[config.mk]
export PLATFORM = sky130hd
export DESIGN_NAME = cfg_serial_port
export DESIGN_NICKNAME = d
export VERILOG_FILES = /design/src/rtl/cfg_serial_pkg.sv /design/src/rtl/cfg_pin_sync.sv /design/src/rtl/cfg_shifter.sv /design/src/rtl/cfg_holding_regs.sv /design/src/rtl/cfg_serial_port.sv
export SDC_FILE = /design/constraint.sdc
export NUM_CORES = 1
export LEC_CHECK = 0
export ABC_AREA = 1
export BUFFER_PORTS_ARGS = -buffer_cell sky130_fd_sc_hd__buf_2
export CAP_MARGIN = 20
export CORE_MARGIN = 10
export CORE_UTILIZATION = 50
export CTS_CLUSTER_SIZE = 20
export DETAILED_ROUTE_END_ITERATION = 7
export GPL_TIMING_DRIVEN = 0
export PLACE_DENSITY = 0.73
export SYNTH_ARGS = -nofsm -noshare
export SYNTH_HDL_FRONTEND = slang
export SYNTH_SLANG_ARGS = --single-unit
[constraint.sdc]
create_clock -name clk -period 2.9 [get_ports clk]
set_input_delay 0.145 -clock clk [delete_from_list [all_inputs] [get_ports clk]]
set_output_delay 0.145 -clock clk [all_outputs]
set_load 0.05 [all_outputs]
[src/rtl/cfg_serial_pkg.sv]
// Package: shared constants and types for the serial configuration port.
// Assumes: word width is fixed per instance; bit 0 of a word selects the target.
package cfg_serial_pkg;
    localparam int unsigned CFG_WORD_W   = 20;
    localparam int unsigned CFG_SYNC_LEN = 2;

    typedef enum logic {
        TGT_RUN  = 1'b0,
        TGT_CTRL = 1'b1
    } cfg_target_e;

    // Decode the destination from the select bit of a shifted word.
    function automatic cfg_target_e target_of(input logic sel_bit);
        return sel_bit ? TGT_CTRL : TGT_RUN;
    endfunction
endpackage

[src/rtl/cfg_pin_sync.sv]
// Module: cfg_pin_sync
// Brings a bundle of asynchronous pins into the clk domain with a flop chain.
// Assumes: each pin is stable for several clk periods per level (slow serial link),
// so per-bit synchronization keeps the bits coherent.
module cfg_pin_sync #(
    parameter int unsigned WIDTH  = 4,
    parameter int unsigned STAGES = 2
) (
    input  logic             clk,
    input  logic             rst_n,
    input  logic [WIDTH-1:0] pins,
    output logic [WIDTH-1:0] lvl
);
    logic [WIDTH-1:0] chain [STAGES];

    // Stage 0 samples the raw pins.
    always_ff @(posedge clk) begin
        if (!rst_n) chain[0] <= '0;
        else        chain[0] <= pins;
    end

    for (genvar s = 1; s < STAGES; s++) begin : g_stage
        // Each later stage re-registers the one before it.
        always_ff @(posedge clk) begin
            if (!rst_n) chain[s] <= '0;
            else        chain[s] <= chain[s-1];
        end
    end

    assign lvl = chain[STAGES-1];
endmodule

[src/rtl/cfg_shifter.sv]
// Module: cfg_shifter
// Serial shift register: shifts toward the MSB, reloads in parallel on a strobe.
// Assumes: load and shift_en are single-cycle pulses; load wins if both are set.
module cfg_shifter #(
    parameter int unsigned W = 20
) (
    input  logic         clk,
    input  logic         rst_n,
    input  logic         shift_en,
    input  logic         bit_in,
    input  logic         load,
    input  logic [W-1:0] load_word,
    output logic [W-1:0] word_q,
    output logic         sdo
);
    logic [W-1:0] sr;

    // Shift-register update: parallel reload on a strobe, otherwise shift.
    always_ff @(posedge clk) begin
        if (!rst_n)        sr <= '0;
        else if (load)     sr <= load_word;
        else if (shift_en) sr <= {sr[W-2:0], bit_in};
    end

    assign word_q = sr;
    assign sdo    = sr[W-1];

    // a shift moves every bit one place up and inserts the input bit.
    p_shift_msb_r2: assert property (@(posedge clk) disable iff (!rst_n)
        (shift_en && !load) |=> (sr[0] == $past(bit_in)) && (sr[W-1:1] == $past(sr[W-2:0])));

    // with no shift and no load, the contents are held.
    p_hold_idle_r7: assert property (@(posedge clk) disable iff (!rst_n)
        (!shift_en && !load) |=> $stable(sr));
endmodule

[src/rtl/cfg_holding_regs.sv]
// Module: cfg_holding_regs
// Control and run-time holding registers, with a write lock on the control one.
// Assumes: load is a single-cycle pulse carrying the fully shifted word.
module cfg_holding_regs
    import cfg_serial_pkg::*;
#(
    parameter int unsigned W = 20
) (
    input  logic         clk,
    input  logic         rst_n,
    input  logic         load,
    input  logic [W-1:0] word,
    input  logic         wlock,
    output logic [W-1:0] ctrl_q,
    output logic [W-1:0] run_q,
    output logic [W-1:0] readback
);
    cfg_target_e tgt;
    logic        ctrl_we;
    logic        run_we;

    // Decode which register this word addresses and whether it may be written.
    always_comb begin
        tgt     = target_of(word[0]);
        ctrl_we = load && (tgt == TGT_CTRL) && !wlock;
        run_we  = load && (tgt == TGT_RUN);
    end

    // Control register: written only when unlocked.
    always_ff @(posedge clk) begin
        if (!rst_n)       ctrl_q <= '0;
        else if (ctrl_we) ctrl_q <= word;
    end

    // Run-time register: no lock.
    always_ff @(posedge clk) begin
        if (!rst_n)      run_q <= '0;
        else if (run_we) run_q <= word;
    end

    // Value the shifter reloads: the addressed register as it stands after the strobe.
    always_comb begin
        if (tgt == TGT_CTRL && wlock) readback = ctrl_q;
        else                          readback = word;
    end

    // a locked control write leaves the control register unchanged.
    p_lock_holds_ctrl_r4: assert property (@(posedge clk) disable iff (!rst_n)
        (load && word[0] && wlock) |=> $stable(ctrl_q));

    // the control register only ever takes words whose select bit is 1.
    p_ctrl_sel_set_r3: assert property (@(posedge clk) disable iff (!rst_n)
        !$stable(ctrl_q) |-> ctrl_q[0]);

    // the run-time register only ever takes words whose select bit is 0.
    p_run_sel_clear_r5: assert property (@(posedge clk) disable iff (!rst_n)
        !$stable(run_q) |-> !run_q[0]);

    // no strobe, no change to either register.
    p_no_spurious_r8: assert property (@(posedge clk) disable iff (!rst_n)
        !load |=> ($stable(ctrl_q) && $stable(run_q)));
endmodule

[src/rtl/cfg_serial_port.sv]
// Module: cfg_serial_port (top)
// Serial configuration port: synchronizes the pins, detects sck/str edges,
// shifts data and commits it into the holding registers.
// Assumes: clk runs several times faster than sck; str rises only with sck high.
module cfg_serial_port
    import cfg_serial_pkg::*;
#(
    parameter int unsigned W        = CFG_WORD_W,
    parameter int unsigned SYNC_LEN = CFG_SYNC_LEN
) (
    input  logic         clk,
    input  logic         rst_n,
    input  logic         sdi,
    input  logic         sck,
    input  logic         str,
    input  logic         wlock,
    output logic         sdo,
    output logic [W-1:0] ctrl_q,
    output logic [W-1:0] run_q
);
    localparam int unsigned NPINS = 4;
    localparam int unsigned P_SDI = 0;
    localparam int unsigned P_SCK = 1;
    localparam int unsigned P_STR = 2;
    localparam int unsigned P_WLK = 3;

    logic [NPINS-1:0] pins_s;
    logic             sck_d;
    logic             str_d;
    logic             sck_rise;
    logic             str_rise;
    logic             do_load;
    logic             do_shift;
    logic [W-1:0]     sr_word;
    logic [W-1:0]     reload_word;

    cfg_pin_sync #(.WIDTH(NPINS), .STAGES(SYNC_LEN)) u_sync (
        .clk   (clk),
        .rst_n (rst_n),
        .pins  ({wlock, str, sck, sdi}),
        .lvl   (pins_s)
    );

    // Previous synchronized levels of sck and str, for edge detection.
    always_ff @(posedge clk) begin
        if (!rst_n) begin
            sck_d <= 1'b0;
            str_d <= 1'b0;
        end else begin
            sck_d <= pins_s[P_SCK];
            str_d <= pins_s[P_STR];
        end
    end

    // Edge qualification: a strobe counts only with sck high; no shifting while str is high.
    always_comb begin
        sck_rise = pins_s[P_SCK] && !sck_d;
        str_rise = pins_s[P_STR] && !str_d;
        do_load  = str_rise && pins_s[P_SCK];
        do_shift = sck_rise && !pins_s[P_STR];
    end

    cfg_shifter #(.W(W)) u_shift (
        .clk       (clk),
        .rst_n     (rst_n),
        .shift_en  (do_shift),
        .bit_in    (pins_s[P_SDI]),
        .load      (do_load),
        .load_word (reload_word),
        .word_q    (sr_word),
        .sdo       (sdo)
    );

    cfg_holding_regs #(.W(W)) u_regs (
        .clk      (clk),
        .rst_n    (rst_n),
        .load     (do_load),
        .word     (sr_word),
        .wlock    (pins_s[P_WLK]),
        .ctrl_q   (ctrl_q),
        .run_q    (run_q),
        .readback (reload_word)
    );

    // a strobe edge seen while sck is low commits nothing.
    p_no_load_sck_low_r7: assert property (@(posedge clk) disable iff (!rst_n)
        (str_rise && !pins_s[P_SCK]) |=> ($stable(ctrl_q) && $stable(run_q)));

    // the cycle after reset is released, both registers are zero.
    p_reset_clear_r1: assert property (@(posedge clk)
        !$past(rst_n) |-> (ctrl_q == '0 && run_q == '0 && !sdo));
endmodule

# Word-level counts from Yosys, hierarchy flattened
# Memory sizes are Yosys's and may differ from the RTL's.
# Index checks and enable logic that the tools add are counted.
totals:
  mem_bits_ro: 0
  output_inout_bits: 41
  regBits: 62
  ramBits: 8
  memories: 1
  latch_bits: 0
classes:
  add_sub_neg: 0
  n_div: 0
  multipliers: 0
  order_cmp: 0
  mux: 8
  n_shift: 0
  n_reduce_logical: 14
  n_bitwise: 3
  eq_ne: 1
mem_list:
  columns: ["name", "words", "width", "rd", "rd_clocked_by_memory_dff", "wr", "line_no", "rtl"]
  rows:
  - ["u_sync.chain", 2, 4, 2, 0, 2, "cfg_pin_sync.sv:14", "logic [WIDTH-1:0] chain [STAGES];"]
op_table:
  columns: ["op", "count"]
  rows:
  - ["2-to-1 mux 20 bit", 3]
  - ["logical AND 1 bit", 8]
  - ["2-to-1 mux 4 bit", 2]
  - ["zero test 1 bit", 4]
  - ["2-to-1 mux 1 bit", 3]
  - ["!= test 2 bit, second input constant", 1]
  - ["OR 1 bit", 2]
  - ["AND reduction 2 bit", 1]
  - ["nonzero test 2 bit", 1]
  - ["NOT 1 bit", 1]

# Logic depth before layout (Yosys ltp)
# Gate-level depths: netlist of run 1.
logic_depth:
  word_depth: 5
  depth_mapped: 8
  depth_no_buf: 6

# Cells and area by module
# Synthesis of run 1 repeated with hierarchy kept, for this count alone.
unflattened:
  hier_cells: 449
  area_unflattened_um2: 3009.1
modules_own_cells:
  columns: ["mod", "instances", "seq_area_each_um2", "area_each_um2", "cells_per_inst"]
  rows:
  - ["cfg_holding_regs", 1, 800.8, 1727.9, 257]
  - ["cfg_shifter", 1, 400.4, 979.7, 156]
  - ["cfg_pin_sync", 1, 160.2, 225.2, 25]
  - ["cfg_serial_port", 1, 40.0, 76.3, 11]

# Worst setup path after synthesis of run 1
# Ideal clock, no wire load.
synth_timing:
  kind: "flip-flop to flip-flop"
  start: "memory u_sync.chain[1][2]"
  end: "register u_regs.ctrl_q[10]"
  slack_ps: 1743
  arrival_ps: 1043
  period_less_slack_ps: 1157
  path_stages_with_launch: 8
  path_buffers: 2
  required_time_ps: 2786
  setup_time_ps: 114
  path_cell_list: "dfxtp_1 nand2_1 nor2_4 nand2_2 buf_6 buf_6 o21ai_1 nor2_1"
synth_rtl:
  columns: ["item", "line_no", "rtl"]
  rows:
  - ["start: declaration", "cfg_pin_sync.sv:14", null]
  - ["end signal: assignment", "cfg_holding_regs.sv:32", "else if (ctrl_we) ctrl_q <= word;"]
  - ["end: declaration", "cfg_holding_regs.sv:14", "output logic [W-1:0] ctrl_q,"]

# Final worst setup path of run 1
layout_timing:
  start: "register str_d"
  end: "register u_shift.sr[0], in the netlist u_shift.word_q[0]"
layout_via:
  elab_chain_len: 5
  elab_cells_between_ends: 7
layout_rtl:
  columns: ["item", "line_no", "rtl"]
  rows:
  - ["start: declaration", "cfg_serial_port.sv:29", "logic str_d;"]
  - ["start signal: assignment", "cfg_serial_port.sv:51", "str_d <= pins_s[P_STR];"]
  - ["zero test 1 bit (*)", "cfg_serial_port.sv:58", "str_rise = pins_s[P_STR] && !str_d;"]
  - ["logical AND 1 bit (*)", "cfg_serial_port.sv:58", null]
  - ["logical AND 1 bit (*)", "cfg_serial_port.sv:59", "do_load = str_rise && pins_s[P_SCK];"]
  - ["!= test 2 bit (no line) / nonzero test 2 bit (equally long branches)", null, null]
  - ["AND reduction 2 bit (no line)", null, null]
  - ["end signal: assignment", "cfg_shifter.sv:21", "else if (load) sr <= load_word;"]
  - ["end signal: assignment", "cfg_shifter.sv:22", "else if (shift_en) sr <= {sr[W-2:0], bit_in};"]
  - ["end: declaration", "cfg_shifter.sv:16", "logic [W-1:0] sr;"]
# Mark *: on every way between the ends. The rest lies on a longest branch, timed or not.
# A chain may end at the register's enable or synchronous reset.

==> impl_metrics.toml, run 1 <==
[timing]
finClkSkew_ps = 5.92
relSlewSlack_pct = 67.7
rsz0062_at_grt = "false"
finalCritPeriodShare_pct = 47.3
drv_slew = 0
final-setup-viol-count = 0
tightest_slew_ps = 485
hold_viol = 0
setup_tns_ps = 0
fin_crit_ps = 1370
whs_ps = 356
max_freq_ghz = 0.728

[logic_synthesis]
synthAdderAreaFrac_pct = 0
syn-instance-count = 411
synthMuxAreaShare_pct = 0
synth-warning-count = 0
syn_area_um2 = 2840
syn_nets = 417
synth_top_family_by_area = "simple AND/OR/NAND/NOR gates"
yosysSeqAreaShare_pct = 49.3
synth_area_per_cell_um2 = 6.92
synth_compound_area_share_pct = 7.31
ys_seq_elements = 70
synth_cell_types = 18
synthXorXnorAreaFrac_pct = 0
synthSimpleGateAreaFrac_pct = 33.1

[global_routing]
grt_pass1_wl_um = 11100
grt_max_degree = 13
gr-total-overflow = 0
grt_pass1_vias = 2393
grt_usage_pct = 15.4
antenna_found_initial = 0

[setup_path]
end_kind = "flip-flop"
crit_type = "flip-flop to flip-flop"
slowest_stage = "clkbuf_1"
worstPathCellList = "inv_1 > nand3_1 > clkbuf_1 > nand2_1 > o21ai_0 > a21oi_1"
cpPeakStageDelay_ps = 410
critPathBufInv = 2
cp_data_arrival_time_ps = 1600
critPathTopFamily = "buffers and inverters"
worstPathMaxFanout = 10
critical_path_required_ps = 3130
r2r_slack_ps = 1530
worstSetupStartpointType = "flip-flop"

[power]
power_leakage_nw = 1.76
power.density_nw_per_um2 = 584
irDropWorstVdd_mv = 0.345

[hold_path]
hold_path.class = "input pin to flip-flop"

[drt]
vias_per_cell = 4.70
drt_iter0_drc = 190
antenna_left = 0
wl_per_cell_um = 12.2
vias = 2578
drt_first_pass_iters = 4
drc = 0
wl_um = 6700

[cts]
clkTransAtPathRegs_ps = 70
numCtsBuffers = 9
htreeDepth = 3
cts_tree = "built"
clock-root-buffer = "clkbuf_8"
cts.sinks = 70
ctsHoldBuffers = 4
post_cts_resized = 0
clock_path_buffers = 2
insertion_delay_ps = 340
post_cts_buffers = 0

[die]
rows = 27
die_h_um = 95.4
die_x_um = 95.4
die_area_um2 = 9100
initial_core_util_pct = 51.6
core_area_um2 = 5510
ios = 47

[final_layout]
final_design_area_no_fill_um2 = 3420
fillers = 513
layout_commonest_cell = "nor2_1"
layout.cells.most_common_list = "nor2_1, nand2_1, dfxtp_1"
drive_above_1_share_pct = 16.6
insertedDiodeCount = 0
area_growth_pct = 20.3
fin_util_pct = 62.1
nets = 477

[placed_design]
place.detailed.hpwl_um = 4670
gp_routability_congestion = 0.831
io_buffers = 45
placed_area_um2 = 3160

[flow_run]
max-cap-violations = 0

[run_status]
status = "finished clean"
## cells in the mapped netlist
master / count / area [um2]
nand2_2: 2 / 12.5
nand3_1: 20 / 100
nor3_1: 1 / 5.00
o21ai_0: 19 / 95.1
inv_1: 37 / 139
o21a_1: 1 / 7.51
buf_8: 1 / 15.0
a21oi_1: 1 / 5.00
dfxtp_1: 70 / 1400
buf_6: 5 / 56.3
nand2_1: 95 / 357
buf_4: 1 / 7.51
o21ai_1: 20 / 100
buf_1: 2 / 7.51
buf_2: 7 / 35.0
nor2_4: 2 / 22.5
nor2_1: 118 / 443
clkbuf_1: 9 / 33.8
## layout make-up
type	count	area, um2	share of cell area, %
Multi-Input combinational cell	279	1150	33.5
Clock inverter	6	85.1	2.49
Tap cell	72	90.1	2.63
Buffer	25	155	4.54
Sequential cell	70	1400	41.0
Timing Repair Buffer	49	265	7.75
Clock buffer	10	138	4.02
Inverter	37	139	4.06
## where the power goes
| part | internal (W) | leakage [nW] | switching, W |
|---|---|---|---|
| combinational | 0.0000466 | 1.09 | 0.0000815 |
| sequential | 0.000984 | 0.568 | 0.0000204 |
| clock | 0.000504 | 0.108 | 0.000361 |
| total | 0.00153 | 1.76 | 0.000462 |
## final timing paths
check	depth (start not counted)	end	startpoint
setup reg to reg	6	u_shift.word_q[0]$_SDFFE_PN0P_	str_d$_SDFF_PN0_
hold reg to reg	2	u_sync.chain[1][0]$_SDFF_PN0_	u_sync.chain[0][0]$_SDFF_PN0_
hold / removal	4	u_sync.chain[1][0]$_SDFF_PN0_	rst_n
setup / recovery	6	u_shift.word_q[0]$_SDFFE_PN0P_	str_d$_SDFF_PN0_
## metal layers
metal / track usage (%) / part of all wire (%) / wire length [um]
met1: 17.7 / 44 / 2950
met2: 25.4 / 46 / 3060
met4: 6.39 / 1.5 / 103
met5: 0 / 0 / 0
met3: 5.66 / 8.6 / 574
## state kept, by name, summed over array words and instances, names as in the netlist
register	flops
u_regs.ctrl_q	20
u_shift.word_q	20
u_regs.run_q	20
sck_d	1
str_d	1
u_sync.chain	8
## metrics by stage
step / setup slack [ps] / power (W) / instances
after floorplan: 1740 / 0.00112 / 411
after global placement: 1610 / 0.00115 / 528
after detailed placement: 1560 / 0.00115 / 528
after CTS: 1500 / 0.00201 / 548
after global routing: 1380 / 0.00207 / 548
final: 1530 / 0.00200 / 548
## worst register-to-register path: cells and delay by family, from the launching register on
family	cells	cell delay [ps]
flops	1	380
simple gates	2	240
compound gates	2	180
buf+inv	2	470
## cells by family (layout without fill, tap and decap cells)
group,after synthesis,in the layout
simple gates,238,238
buf+inv,62,127
flops,70,70
compound gates,41,41
No activity file was read; power rests on OpenSTA's default activity.
==> run 2: changes to the inputs <==
Settings changed: ABC_AREA 1 to 0, PLACE_DENSITY 0.73 to 0.76.
Clock period 2.9 ns to 1.2 ns, I/O delays scaled along.
==> impl_metrics.toml, run 2 <==
[run_status]
status = "finished, violations left"
violations = "setup timing"

[cts]
clkTransAtPathRegs_ps = 70
insertion_delay_ps = 350
clock-root-buffer = "clkbuf_8"
cts.sinks = 70
htreeDepth = 3
clock_path_buffers = 2
numCtsBuffers = 9
cts_tree = "built"

[setup_path]
r2r_cells = 4
critical_path_required_ps = 1440
worstPathMaxFanout = 10
crit_type = "flip-flop to flip-flop"
r2r_slack_ps = -260
end_kind = "flip-flop"
cp_data_arrival_time_ps = 1710
worstSetupStartpointType = "flip-flop"
reg2reg_to = "u_shift.word_q[2]$_SDFFE_PN0P_"
rr_startpoint = "u_shift.word_q[0]$_SDFFE_PN0P_"

[logic_synthesis]
ys.flop_type = "dfxtp_1"
synth_edf_count = 0
yosys.area.top_type = "dfxtp_1"
ys_seq_elements = 70
yosys.cell_count.top_type = "dfxtp_1"
syn_area_um2 = 2920
async_flop_share_pct = 0
synth_common_cells = "dfxtp_1, a21oi_1, nand2_1"
synth.area.top_cells = "dfxtp_1, a2111oi_2, a21oi_1"
yosysSeqAreaShare_pct = 48.0
synth-warning-count = 0
synth_area_per_cell_um2 = 9.19
synth.top_cell.area_share_pct = 48.0
synth_cell_types = 28
syn_nets = 324
syn-instance-count = 318

[die]
core_area_um2 = 5570
die_x_um = 96.4
die_area_um2 = 9300
ios = 47
rows = 27
die_h_um = 96.4
initial_core_util_pct = 52.4

[drt]
vias_per_cell = 5.96
vias = 2796
drc = 0
wl_per_cell_um = 18.7
antenna_left = 0
drt_first_pass_iters = 6
drt_iter0_drc = 196
wl_um = 8760

[timing]
relSlewSlack_pct = 41.5
whs_ps = 25.0
tightest_slew_ps = 878
finClkSkew_ps = 5.47
finalCritPeriodShare_pct = 122
max_freq_ghz = 0.683
fin_crit_ps = 1460
final-setup-viol-count = 59
rsz0062_at_grt = "true"
drv_slew = 0
hold_viol = 0
layout_setup_ws_ps = -265

[power]
power.density_nw_per_um2 = 1140
irDropWorstVdd_mv = 0.912
power_leakage_nw = 1.40
total_power_w = 0.00465

[placed_design]
io_buffers = 46
placed_area_um2 = 3290
gp_routability_congestion = 0.839
place_inst = 436
place.detailed.hpwl_um = 5000
pre_cts_slack_ps = -343

[global_routing]
gr-total-overflow = 0
antenna_found_initial = 0
grt_usage_pct = 18.6
grt_max_degree = 12
grt_pass1_wl_um = 13500
grt_pass1_vias = 2672

[final_layout]
drive_above_1_share_pct = 41.1
area_growth_pct = 39.2
finalNonFillerCells = 469
final_design_area_no_fill_um2 = 4070
nets = 398
insertedDiodeCount = 0
layout_commonest_cell = "dfxtp_1"
layout.cells.most_common_list = "dfxtp_1, buf_2, nand2_1"

[hold_path]
holdPathEnd = "u_regs.run_q[0]$_SDFFE_PN0P_"
hold_start = "rst_n"
hold_path.class = "input pin to flip-flop"
worstHoldPathCells = 2

[flow_run]
max-cap-violations = 0
## run 2: cell types whose count changed in the layout (fill, tap and decap cells not counted), moves of 15 or more
cell and change:
nand2_1 -59, nor3_1 +17, nand3_1 -20, mux2i_1 +15, nand3_2 +18, inv_1 -36, nor2_1 -97, a21oi_1 +24
## run 2: kinds of logic (layout without fill, tap and decap cells)
logic type | count (synthesis) | after routing | synth area share, %
AO/OA/AOI/OAI | 80 | 80 | 20.4
buffers and inverters | 32 | 111 | 6.08
flip-flops | 70 | 70 | 48.0
multiplexers | 20 | 20 | 6.85
AND/OR/NAND/NOR | 116 | 116 | 18.7
## run 2: per-layer routing
metal  track usage (%)  vias to the layer above  part of all wire [%]
li1                  -                     1279                     -
met1              23.2                     1349                    40
met2              29.5                      142                    49
met3              4.09                       26                   8.8
met4              9.44                        0                   2.8
met5                 0                        -                     0
## run 2: how the worst max path moves through the flow
stage | startpoint | to | slack, ps | cells after the start
2_1_floorplan | str_d$_SDFF_PN0_ | u_shift.word_q[10]$_SDFFE_PN0P_ | -150 | 4
3_3_place_gp | u_sync.chain[1][3]$_SDFF_PN0_ | u_regs.ctrl_q[17]$_SDFFE_PN0P_ | -320 | 5
3_5_place_dp | u_sync.chain[1][3]$_SDFF_PN0_ | u_regs.ctrl_q[18]$_SDFFE_PN0P_ | -340 | 5
4_1_cts | u_shift.word_q[0]$_SDFFE_PN0P_ | u_shift.word_q[15]$_SDFFE_PN0P_ | -220 | 4
5_1_grt | u_sync.chain[1][2]$_SDFF_PN0_ | u_shift.word_q[4]$_SDFFE_PN0P_ | -320 | 5
6_report | u_shift.word_q[0]$_SDFFE_PN0P_ | u_shift.word_q[2]$_SDFFE_PN0P_ | -260 | 4
## run 2: area by class of cell
| type | count | area [um2] |
|---|---|---|
| multi-input cells | 216 | 1650 |
| fillers | 392 | 1510 |
| flip-flops and latches | 70 | 1410 |
| repair buffers | 66 | 489 |
| plain buffers | 28 | 239 |
| clock buffers | 12 | 135 |
| well taps | 72 | 90.1 |
| clock inverters | 4 | 47.5 |
| inverters | 1 | 3.75 |
## run 2: through the flow
step / setup TNS (ps) / util (%)
after floorplan: -2720 / -
after global placement: -11640 / 58.9
after detailed placement: -12670 / 58.9
after CTS: -6860 / 69.3
after global routing: -13260 / 73.0
final: -9250 / 73.0
## run 2: report_power, final
part	internal, W	switching, W
Clock	0.000955	0.000862
Combinational	0.000161	0.000248
Sequential	0.00237	0.0000617
Total	0.00348	0.00117
## run 2: critical path, stage by stage (launching register included)
cell and delay [ps]:
dfxtp_4 360, and4b_1 230, o21a_1 220, buf_6 190, a2111oi_2 360
## run 2: timing repair
action / in CTS / in global routing
pin swaps: 3 / 4
resized for setup: 54 / 51
hold endpoints to repair: 4 / 0
hold buffers: 4 / 0
buffers inserted: 9 / 4
endpoints found under the setup margin: 60 / 60
cloned: 4 / 0
